### config.mk
export PLATFORM = sky130hd
export DESIGN_NAME = burst_tracker
export DESIGN_NICKNAME = d
export VERILOG_FILES = /design/src/rtl/burst_tracker.sv
export SDC_FILE = /design/constraint.sdc
export NUM_CORES = 1
export LEC_CHECK = 0
export ABC_AREA = 1
export BUFFER_PORTS_ARGS = -buffer_cell sky130_fd_sc_hd__buf_2
export CORE_MARGIN = 4
export CORE_UTILIZATION = 45
export CTS_CLUSTER_SIZE = 40
export DETAILED_ROUTE_END_ITERATION = 16
export GPL_TIMING_DRIVEN = 0
export PLACE_DENSITY = 0.67
export SLEW_MARGIN = 20
export SYNTH_ARGS = -nofsm -noshare
export SYNTH_HDL_FRONTEND = slang
export SYNTH_SLANG_ARGS = --single-unit
export TNS_END_PERCENT = 30
### constraint.sdc
create_clock -name clk_i -period 1.8 [get_ports clk_i]
set_clock_uncertainty 0.05 [all_clocks]
set_input_delay 0.18 -clock clk_i [delete_from_list [all_inputs] [get_ports clk_i]]
set_output_delay 0.18 -clock clk_i [all_outputs]
set_load 0.005 [all_outputs]
### src/rtl/burst_tracker.sv
module burst_tracker #(
  parameter int NUM_BANKS = 8,
  parameter int AGE_W     = 6
) (
  input  logic                 clk_i,
  input  logic                 rst_ni,
  input  logic                 is_rd_i,
  input  logic                 is_wr_i,
  input  logic [NUM_BANKS-1:0] bank_dec_i,
  input  logic [NUM_BANKS-1:0] pre_mask_i,
  input  logic                 a10_i,
  input  logic                 bl8_i,
  input  logic [AGE_W-1:0]     half_i,
  input  logic [AGE_W-1:0]     rw_gap_i,
  output logic                 spacing_o,
  output logic                 no_intr_o,
  output logic                 pre_win_o,
  output logic                 rd2wr_o
);
  localparam logic [AGE_W-1:0] AGE_MAX = {AGE_W{1'b1}};

  logic                 valid_q, ap_q;
  logic [AGE_W-1:0]     age_q;
  logic [NUM_BANKS-1:0] rd_bank_q, win_mask_q, win_mask_d;
  logic                 win_open, in_burst, at_two;

  assign win_open = valid_q && bl8_i && !ap_q && (age_q == AGE_W'(1));
  assign in_burst = valid_q && (age_q < half_i);
  assign at_two   = (age_q == AGE_W'(2));

  assign spacing_o = is_rd_i && in_burst && !at_two;
  assign no_intr_o = is_rd_i && in_burst && at_two && ap_q;
  assign pre_win_o = (win_open && |(pre_mask_i & rd_bank_q)) ||
                     (is_rd_i && in_burst && at_two && !ap_q && |(win_mask_q & bank_dec_i));
  assign rd2wr_o   = is_wr_i && valid_q && (age_q < rw_gap_i);
  assign win_mask_d = win_open ? pre_mask_i : '0;

  always_ff @(posedge clk_i or negedge rst_ni) begin
    if (!rst_ni) begin
      valid_q    <= 1'b0;
      ap_q       <= 1'b0;
      age_q      <= '0;
      rd_bank_q  <= '0;
      win_mask_q <= '0;
    end else begin
      win_mask_q <= win_mask_d;
      if (is_rd_i) begin
        valid_q   <= 1'b1;
        ap_q      <= a10_i;
        age_q     <= AGE_W'(1);
        rd_bank_q <= bank_dec_i;
      end else if (age_q != AGE_MAX) begin
        age_q <= age_q + AGE_W'(1);
      end
    end
  end

  // the interrupt gap is a single clock, so its record lives one clock
  p_win_single_r6: assert property (@(posedge clk_i) disable iff (!rst_ni)
    (win_mask_q != '0) |=> (win_mask_q == '0));
endmodule

==> metrics.md, run 1 <==
| Metric | Value |
|---|---|
| Seq/Total Area, Yosys | 0.425 |
| Final hold viol count | 0 |
| #FFs+latches synth | 24 |
| Sw power | 297 uW |
| # Max-Cap Violations | 0 |
| Overflow after GRT | 0 |
| DRT antenna net count | 0 |
| Crit Path Class | reg2out |
| Root buffer cell | clkbuf_4 |
| N_diodes | 0 |
| # clock sinks | 24 |
| Critical path capture point type | output port |
| Yosys cell types | 23 |
| Slew @ Worst Pin | roughly 0.54 ns |
| First-pass GRT wire length | between 4 and 5 mm |
| Tcrit/Tclk final | 1.05 |
| Number of port buffers | 37 |
| Clk pwr share | 0.318 |
| TritonCTS buffer count | 3 |
| Vias/cell | 4.55 |
| Initial core utilization | 0.467 |
| Tmin final | 1.88 ns |
| Total number of vias | 1,243 |
| Largest net degree at the start of global routing | 25 |
| Syn_area_per_cell | slightly below 8 sq um |
| TritonRoute pass-1 iters | 4 |
| Int Pwr | between 800 and 900 uW |
| H-tree levels | 1 |
| Final setup violation count | 4 |
| Clock Tree Buf Depth | 2 |
| DRC | 0 |
| Area contributors post-synth | dfrtp_1, nand2_1, ha_1 |
| Hpwl dp | 2.26 mm |
| Final WS setup | -0.0841 ns |
| Peak VDD IR | 0.404 mV |
| CP Max Fanout | 6 |
| Total wire length | 2.92 mm |
| Post-Synthesis Cells | ~180 |
| Initial antenna violation count | 0 |
| Most frequent cells in the layout | nand2_1, buf_2, inv_1, dfrtp_1, nor2_1 |
| Leak | about 0.0010 uW |
| Outcome | finished, violations left |
| CTS tree | yes |
| PwrDens | 658 nW/um^2 |
| Number of global-route vias before repair | 1,178 |
| Tot GR Track Use | 0.147 |
| RSZ-0062 raised after global routing | yes |
| Die area | 4100 sq um |
| Combinational share of power | 0.180 |
| Critical Path AT | 1.65 ns |
| Worst-path clk slew | 0.13 ns |
| I/O pins | 38 |
| Max Clock Freq | ~0.53 GHz |
| Core ar. | 3030 sq um |
| Placer congestion estimate | 0.845 |
| Synth-to-Final Area Change | 27.8% |
| Avg WL per Cell | 10.7 um |
| Relative slew slack | 0.638 |
| Most common cell after layout, fill and taps aside | nand2_1 |
| Ratio of cells with drive above 1 in the final layout | 0.301 |
| Slew Viols, Final | 0 |
| Synth Flop Type | dfrtp_1 |
| Chip Height | 64.0 um |
| Failing checks | setup timing |
| Seq pwr share | 0.502 |
| Syn. warnings | 0 |
| Cell area after synthesis | roughly 1400 sq um |
| Post-synth EDFFs | 0 |
| Final nets | between 200 and 300 |
| Post-synth top area cell | dfrtp_1 |
| Async SR Flop Fraction | 1.00 |
| Hold_ws | 0.0268 ns |
| Skew-Pair Late Insertion Delay | 0.31 ns |
| CP startpoint kind | flop |
| Filler Cell Count | 286 |
| Req. time, crit path | approximately 1.6 ns |
| Row cnt | 20 |
| Post-synth net total | 230 |
| DR iter-0 viols | 43 |
| Die width | 64.0 um |
| Post-synth top area share | 0.425 |
| Tightest Hold Check Type | in2reg |
| Final setup TNS | -0.228 ns |
| Net switching fraction of the power | 0.250 |
## logic make-up (layout without fill, tap and decap cells)
group / count (synthesis) / after routing / synth area share
AO/OA/AOI/OAI: 24 / 24 / 0.0974
adder cells (fa/ha/maj): 13 / 13 / 0.115
buffers and inverters: 38 / 84 / 0.103
flip-flops: 24 / 24 / 0.425
AND/OR/NAND/NOR: 84 / 84 / 0.260
## final cells by class
cell class,count,area (sq um),area share
Multi-Input combinational cell,121,718,0.398
Buffer,2,10.0,0.00554
Timing Repair Buffer,42,229,0.127
Clock buffer,3,22.5,0.0125
Clock inverter,1,30.0,0.0166
Inverter,36,135,0.0748
Tap cell,44,55.1,0.0305
Sequential cell,24,606,0.335
## power groups by stage
stage / sequential, uW / combinational [uW] / clock (uW)
global placement: 606 / 201 / 0
finish: 597 / 214 / 378
CTS: 597 / 209 / 398
global route: 604 / 252 / 408
floorplan: 600 / 122 / 0
detailed placement: 606 / 202 / 0
## worst paths after layout
kind,startpoint,endpoint,slack (ns),cells past startpoint
hold reg to reg,rd_bank_q[5],rd_bank_q[5],0.44,2
setup reg to reg,age_q[1],age_q[0],0.43,6
max in group asynchronous,rst_ni,age_q[2],0.98,2
hold / removal,bank_dec_i[7],rd_bank_q[7],0.03,3
setup / recovery,age_q[2],pre_win_o,-0.08,7
min in group asynchronous,rst_ni,win_mask_q[3],0.32,2
## cells in the mapped netlist, types with 2 or more instances
library cell	n
nand4_1	3
inv_2	4
nor2_1	21
o21ai_0	10
ha_1	13
a21oi_1	6
nand2_1	49
nand3_1	4
inv_1	32
a31oi_1	2
dfrtp_1	24
buf_2	2
o22ai_1	2
nor3_1	2
## state kept, by name (all words and copies together), names as in the netlist
name,cells
rd_bank_q,8
win_mask_q,8
age_q,6
ap_q,1
valid_q,1
## routing by layer
layer  share of wire  GRT usage
met5               0          0
met4          0.0082     0.0404
met3           0.053     0.0193
met2            0.45      0.234
met1            0.49      0.211
## repair_timing
| action | CTS | global route |
|---|---|---|
| hold buffers | 1 | 0 |
| pin swaps | 3 | 5 |
| gates resized for setup | 9 | 6 |
| setup endpoints to repair | 4 | 4 |
| setup buffers | 2 | 2 |
| hold endpoints to repair | 24 | 0 |
## critical path, stage by stage (launching register included)
cell and delay (ns):
dfrtp_2 0.49, ha_4 0.28, nand4_1 0.11, a21oi_2 0.16, nor2_2 0.06, nand3_1 0.07, nand2_1 0.06, buf_2 0.12
## stage by stage
step	util	total power (uW)	setup WS (ns)	std cells	cell area [sq um]
floorplan	-	721	0.309	183	1410
global placement	0.546	806	0.0657	264	1650
detailed placement	0.546	809	0.0593	264	1650
CTS	0.581	1200	-0.157	271	1760
global route	0.596	1260	-0.205	273	1810
finish	0.596	1190	-0.0841	273	1810
No activity file was read; power rests on OpenSTA's default activity.
==> run 2: changes to the inputs <==
==> constraint.sdc (replaced) <==
create_clock -name clk_i -period 1.8 [get_ports clk_i]
set_clock_uncertainty 0.05 [all_clocks]
set_input_delay 0.18 -clock clk_i [delete_from_list [all_inputs] [get_ports clk_i]]
set_output_delay 0.18 -clock clk_i [all_outputs]
set_load 0.1 [all_outputs]
==> run 2 against run 1 <==
- the flow still finishes with violations (setup timing)
- clock power decreased by 23%
- via count increased by 1.9%
- sequential power about the same
- first-iteration DRC count decreased by 26%
- hold slack got worse by 0.011 ns
- non-clock buffer count increased by 1
- flip-flop and latch count unchanged
- wire length increased by 1.9%
- design area increased by 4.6%
- critical path depth increased by 1
- global-route usage increased by 1.4 points
- critical path type unchanged
- largest cell class unchanged
- largest power group unchanged
- highest routed layer unchanged
==> metrics.md, run 2 (synthesis gave the netlist of run 1 again) <==
| Metric | Value |
|---|---|
| DRT antenna net count | 0 |
| Peak VDD IR | 0.351 mV |
| CP startpoint kind | flop |
| Tcrit/Tclk final | 1.15 |
| WHS Path Cells | 3 |
| Final nets | 278 |
| Slew @ Worst Pin | 0.539 ns |
| Clock Tree Buf Depth | 2 |
| Total number of vias | 1,267 |
| Tot GR Track Use | 0.162 |
| Met1 Use GR | 0.213 |
| Largest net degree at the start of global routing | 25 |
| Sw power | 367 uW |
| I/O pins | 38 |
| Placer congestion estimate | 0.729 |
| CTS tree | yes |
| CP max stage delay | between 0.4 and 0.5 ns |
| Final setup violation count | 4 |
| Initial antenna violation count | 0 |
| Combinational share of power | 0.251 |
| Avg WL per Cell | 10.8 um |
| Worst-path clk slew | 0.13 ns |
| Final non-filler cell total | 274 |
| CP Max Fanout | 3 |
| Final hold viol count | 0 |
| Tightest Hold Check Type | in2reg |
| RSZ-0062 raised after global routing | yes |
| Post-Layout Inst Area | 1890 sq um |
| Reg2Reg Depth | 6 |
| Number of global-route vias before repair | around 1,200 |
| Final WS setup | -0.265 ns |
| Max Clock Freq | 0.484 GHz |
| Chip Height | 64.0 um |
| DRC | 0 |
| Core ar. | 3030 sq um |
| Int Pwr | 815 uW |
| # Max-Cap Violations | 0 |
| PwrDens | 626 nW/um^2 |
| N_diodes | 0 |
| Placed cell count | between 200 and 300 |
| Hpwl dp | 2.32 mm |
| Largest regs | rd_bank_q: 8 flops, win_mask_q: 8 flops, age_q: 6 flops |
| Crit Path Class | reg2out |
| WP buf/inv | 2 |
| Hold_ws | roughly 0.016 ns |
| Die area | 4100 sq um |
| Top Usage Layer GRT | met2 |
| Total wire length | roughly 3.0 mm |
| H-tree levels | 1 |
| Clk pwr share | 0.245 |
| Max stage delay cell, worst path | dfrtp_2 |
| M2 GR Usage | 0.276 |
| DR iter-0 viols | 32 |
| # clock sinks | 24 |
| Row cnt | 20 |
| Overflow after GRT | 0 |
| Number of cells on the critical path | 8 |
| Fin util | 0.624 |
| Tmin final | 2.07 ns |
| Most frequent cells in the layout | nand2_1, buf_2, inv_1, dfrtp_1, nor2_1 |
| Root buffer cell | clkbuf_4 |
| Skew-Pair Late Insertion Delay | 0.32 ns |
| Initial core utilization | 0.467 |
| Worst-path cell chain | ha_4 -> nand2_1 -> nand2_1 -> nor2_1 -> nand3_2 -> buf_4 -> nor3_4 -> buf_12 |
| Net switching fraction of the power | 0.310 |
| First-pass GRT wire length | 5.27 mm |
| Number of port buffers | 37 |
| TritonRoute pass-1 iters | 4 |
| Slew Viols, Final | 0 |
| Met3 Use GR | 0.0246 |
| Critical path capture point type | output port |
| CP delay by family, top | simple AND/OR/NAND/NOR gates |
| Ratio of cells with drive above 1 in the final layout | 0.317 |
| Most common cell on crit path | nand2_1 |
| Leak | 0.00105 uW |
| Failing checks | setup timing |
| Relative slew slack | 0.641 |
| Req. time, crit path | around 1.6 ns |
| DP Area | about 1700 sq um |
| Synth-to-Final Area Change | 33.7% |
| Vias/cell | roughly 4.6 |
| Critical Path AT | 1.84 ns |
| Total power | between 1000 and 1500 uW |
| Outcome | finished, violations left |
| TritonCTS buffer count | 3 |
| Die width | approximately 64 um |
| Seq pwr share | 0.504 |
| Most common cell after layout, fill and taps aside | nand2_1 |
run 2: changes by cell type in the layout (fill, tap and decap cells not counted), sizes merged:
cell,before,now
buf,43,44
clkbuf,3,4
bufinv,1,0
run 2: area by class of cell:
cell class / count / area [sq um]
inverters: 36 / 135
plain buffers: 2 / 10.0
clock buffers: 4 / 36.3
fillers: 281 / 1140
multi-input cells: 121 / 749
flip-flops and latches: 24 / 606
well taps: 44 / 55.1
repair buffers: 43 / 297
run 2: repair_timing:
item | 4_1_cts | 5_1_grt
pin swaps | 3 | 6
setup buffers | 3 | 2
hold buffers | 1 | 0
endpoints found under the hold margin | 24 | 0
cloned | 0 | 0
resized for setup | 25 | 6
endpoints found under the setup margin | 4 | 4
run 2: final timing paths:
| path | slack (ns) | endpoint | from |
|---|---|---|---|
| hold reg to reg | 0.45 | rd_bank_q[5] | rd_bank_q[5] |
| setup / recovery | -0.27 | spacing_o | age_q[5] |
| hold / removal | 0.02 | win_mask_q[7] | pre_mask_i[7] |
| min in group asynchronous | 0.31 | age_q[4] | rst_ni |
| setup reg to reg | 0.42 | win_mask_q[4] | age_q[5] |
| max in group asynchronous | 1.00 | age_q[5] | rst_ni |
run 2: power groups by stage:
stage / logic [uW] / registers (uW) / clock network, uW
after floorplan: 176 / 600 / 0
after global placement: 255 / 606 / 0
after detailed placement: 258 / 607 / 0
after CTS: 292 / 596 / 294
after global routing: 338 / 601 / 318
final: 297 / 595 / 290
run 2: per-stage QoR:
step                TNS [ns]  setup slack [ns]
floorplan             -0.477            -0.224
global placement      -0.914            -0.351
detailed placement    -0.926            -0.349
CTS                    -1.03            -0.314
global route           -1.41            -0.362
finish                -0.923            -0.265
run 2: worst reg2reg max path, cell delays in order, from the launching register on:
cell and delay, ns:
dfrtp_2 0.46, buf_6 0.14, inv_1 0.10, nand4_1 0.15, nor2_1 0.19, inv_2 0.11, nor2_1 0.12
run 2: per-layer routing:
| layer | up-vias | share of wire |
|---|---|---|
| li1 | 663 | - |
| met1 | 568 | 0.47 |
| met2 | 32 | 0.47 |
| met3 | 4 | 0.051 |
| met4 | 0 | 0.0091 |
| met5 | - | 0 |
==> run 3: changes to the inputs <==
--- a/config.mk
+++ b/config.mk
@@ -12,7 +12,8 @@
 export CTS_CLUSTER_SIZE = 40
 export DETAILED_ROUTE_END_ITERATION = 16
 export GPL_TIMING_DRIVEN = 0
-export PLACE_DENSITY = 0.67
+export PLACE_DENSITY = 0.7
+export REMOVE_ABC_BUFFERS = 1
 export SLEW_MARGIN = 20
 export SYNTH_ARGS = -nofsm -noshare
 export SYNTH_HDL_FRONTEND = slang
==> constraint.sdc (replaced) <==
create_clock -name clk_i -period 1.65 [get_ports clk_i]
set_clock_uncertainty 0.05 [all_clocks]
set_input_delay 0.165 -clock clk_i [delete_from_list [all_inputs] [get_ports clk_i]]
set_output_delay 0.165 -clock clk_i [all_outputs]
set_load 0.1 [all_outputs]
==> run 3 against run 2 <==
- the flow still finishes with violations (setup timing)
- critical path depth grew 1
- global-route usage is 0.64 points lower
- die area stayed put
- final cell count fell by 0.73%
- critical path type unchanged
==> metrics.md, run 3 (synthesis gave the netlist of run 1 again) <==
| Metric | Value |
|---|---|
| Overflow after GRT | 0 |
| Slew @ Worst Pin | 0.525 ns |
| Total wire length | 2.93 mm |
| Final WS setup | -0.393 ns |
| Synth-to-Final Area Change | 29.6% |
| Critical Path AT | 1.83 ns |
| Avg WL per Cell | between 10 and 15 um |
| H-tree levels | 1 |
| Initial core utilization | 0.467 |
| Worst-path clk slew | 0.14 ns |
| WHS Path Cells | 3 |
| Top layer in use | met4 |
| Final setup violation count | 4 |
| Slew Viols, Final | 0 |
| Leak | 0.00103 uW |
| DR iter-0 viols | 70 |
| I/O pins | 38 |
| Outcome | finished, violations left |
| Final nets | between 200 and 300 |
| Critical path capture point type | output port |
| Hold_ws | slightly below 0.004 ns |
| Clock Tree Buf Depth | 2 |
| Register area | 604 sq um |
| Tot GR Track Use | 0.155 |
| Total number of vias | 1,248 |
| Peak VDD IR | 0.561 mV |
| Filler Cell Count | between 200 and 300 |
| Area taken by multi-input logic gates | 698 sq um |
| Number of global-route vias before repair | 1,209 |
| TritonRoute pass-1 iters | 4 |
| Failing checks | setup timing |
| Largest net degree at the start of global routing | 25 |
| DRC | 0 |
| First-pass GRT wire length | just over 5 mm |
| CP Max Fanout | 2 |
| DRT antenna net count | 0 |
| R2R Path Start | age_q[5] |
| Req. time, crit path | about 1.4 ns |
| Most common cell after layout, fill and taps aside | nand2_1 |
| RSZ-0062 raised after global routing | yes |
| Final non-filler cell total | 272 |
| Largest regs | rd_bank_q: 8 flops, win_mask_q: 8 flops, age_q: 6 flops |
| Worst R2R End | win_mask_q[5] |
| Reg2Reg Depth | 6 |
| Chip Height | 64.0 um |
| Pre-CTS WS | -0.373 ns |
| Hpwl dp | 2.22 mm |
| Hold Crit Endpoint | ap_q |
| Tcrit/Tclk final | 1.24 |
| Final hold viol count | 0 |
| PwrDens | 753 nW/um^2 |
| Tightest Hold Check Type | in2reg |
| Skew-Pair Late Insertion Delay | 0.32 ns |
| Placer congestion estimate | 0.765 |
| Tmin final | 2.04 ns |
| # Max-Cap Violations | 0 |
| CTS tree | yes |
| Core ar. | 3030 sq um |
| Relative slew slack | 0.650 |
| Die area | 4100 sq um |
| Hold Path Origin | a10_i |
| Crit Path Class | reg2out |
| Placed cell count | roughly 260 |
| Met2 WL | around 1.4 mm |
| Root buffer cell | clkbuf_4 |
| Initial antenna violation count | 0 |
| # clock sinks | 24 |
| Vias/cell | 4.59 |
| Number of port buffers | 37 |
| Met1 WL | between 1 and 1.5 mm |
| TritonCTS buffer count | 3 |
| Metal3 WL | 144 um |
| Setup slack, reg-to-reg | 0.25 ns |
| Most frequent cells in the layout | nand2_1, buf_2, inv_1, dfrtp_1, nor2_1 |
| Die width | 64.0 um |
| N_diodes | 0 |
| CP startpoint kind | flop |
| Row cnt | 20 |
| Ratio of cells with drive above 1 in the final layout | 0.281 |
| Max Clock Freq | 0.490 GHz |
run 3: cell types whose count changed in the layout (fill, tap and decap cells not counted), moves of 2 or more:
cell,delta
dlygate4sd3_1,+3
buf_2,-2
buf_12,-2
nor2_4,-3
nor2_2,+2
buf_4,-2
run 3: worst max path at each step:
stage / startpoint / endpoint / slack [ns] / cells past startpoint
floorplan: age_q[5] / spacing_o / -1.60 / 6
CTS: age_q[5] / no_intr_o / -0.44 / 9
global placement: age_q[5] / no_intr_o / -0.38 / 9
global route: age_q[4] / no_intr_o / -0.47 / 9
finish: age_q[4] / no_intr_o / -0.39 / 9
detailed placement: age_q[5] / no_intr_o / -0.37 / 9
run 3: stage by stage:
| stage | total power (uW) | util | area [sq um] | setup TNS, ns |
|---|---|---|---|---|
| 6_report | 1380 | 0.605 | 1830 | -1.50 |
| 5_1_grt | 1460 | 0.605 | 1830 | -1.81 |
| 4_1_cts | 1380 | 0.593 | 1790 | -1.57 |
| 3_5_place_dp | 930 | 0.543 | 1640 | -1.19 |
| 3_3_place_gp | 925 | 0.543 | 1640 | -1.18 |
| 2_1_floorplan | 832 | - | 1400 | -3.84 |
run 3: area by class of cell:
cell class,count,area share
well taps,44,0.0301
clock buffers,3,0.0123
inverters,36,0.0738
clock inverters,1,0.0164
flip-flops and latches,24,0.330
multi-input cells,121,0.381
repair buffers,43,0.156
run 3: repair_timing:
| item | in CTS | in global routing |
|---|---|---|
| setup endpoints to repair | 4 | 4 |
| hold buffers | 2 | 2 |
| endpoints found under the hold margin | 25 | 2 |
| pin swaps | 3 | 2 |
| buffers inserted | 2 | 0 |
| gates resized for setup | 18 | 7 |
run 3: metal layers:
layer | track usage | vias to the layer above
met4 | 0.0566 | 0
met5 | 0 | -
met2 | 0.252 | 30
met1 | 0.209 | 556
met3 | 0.0246 | 2
li1 | - | 660
run 3: where the power goes:
group	leakage, uW	total [uW]	internal (uW)	switching (uW)
clock network	0.0000279	431	245	185
logic	0.000698	300	116	184
registers	0.000302	649	625	23.7
run 3: critical path, cell delays in order (launching register included):
cell and delay, ns:
dfrtp_1 0.42, ha_1 0.29, nand2_1 0.06, inv_1 0.05, nand3_1 0.06, nand3_1 0.12
nor2_2 0.11, nand2_1 0.07, nor2_2 0.14, buf_12 0.19
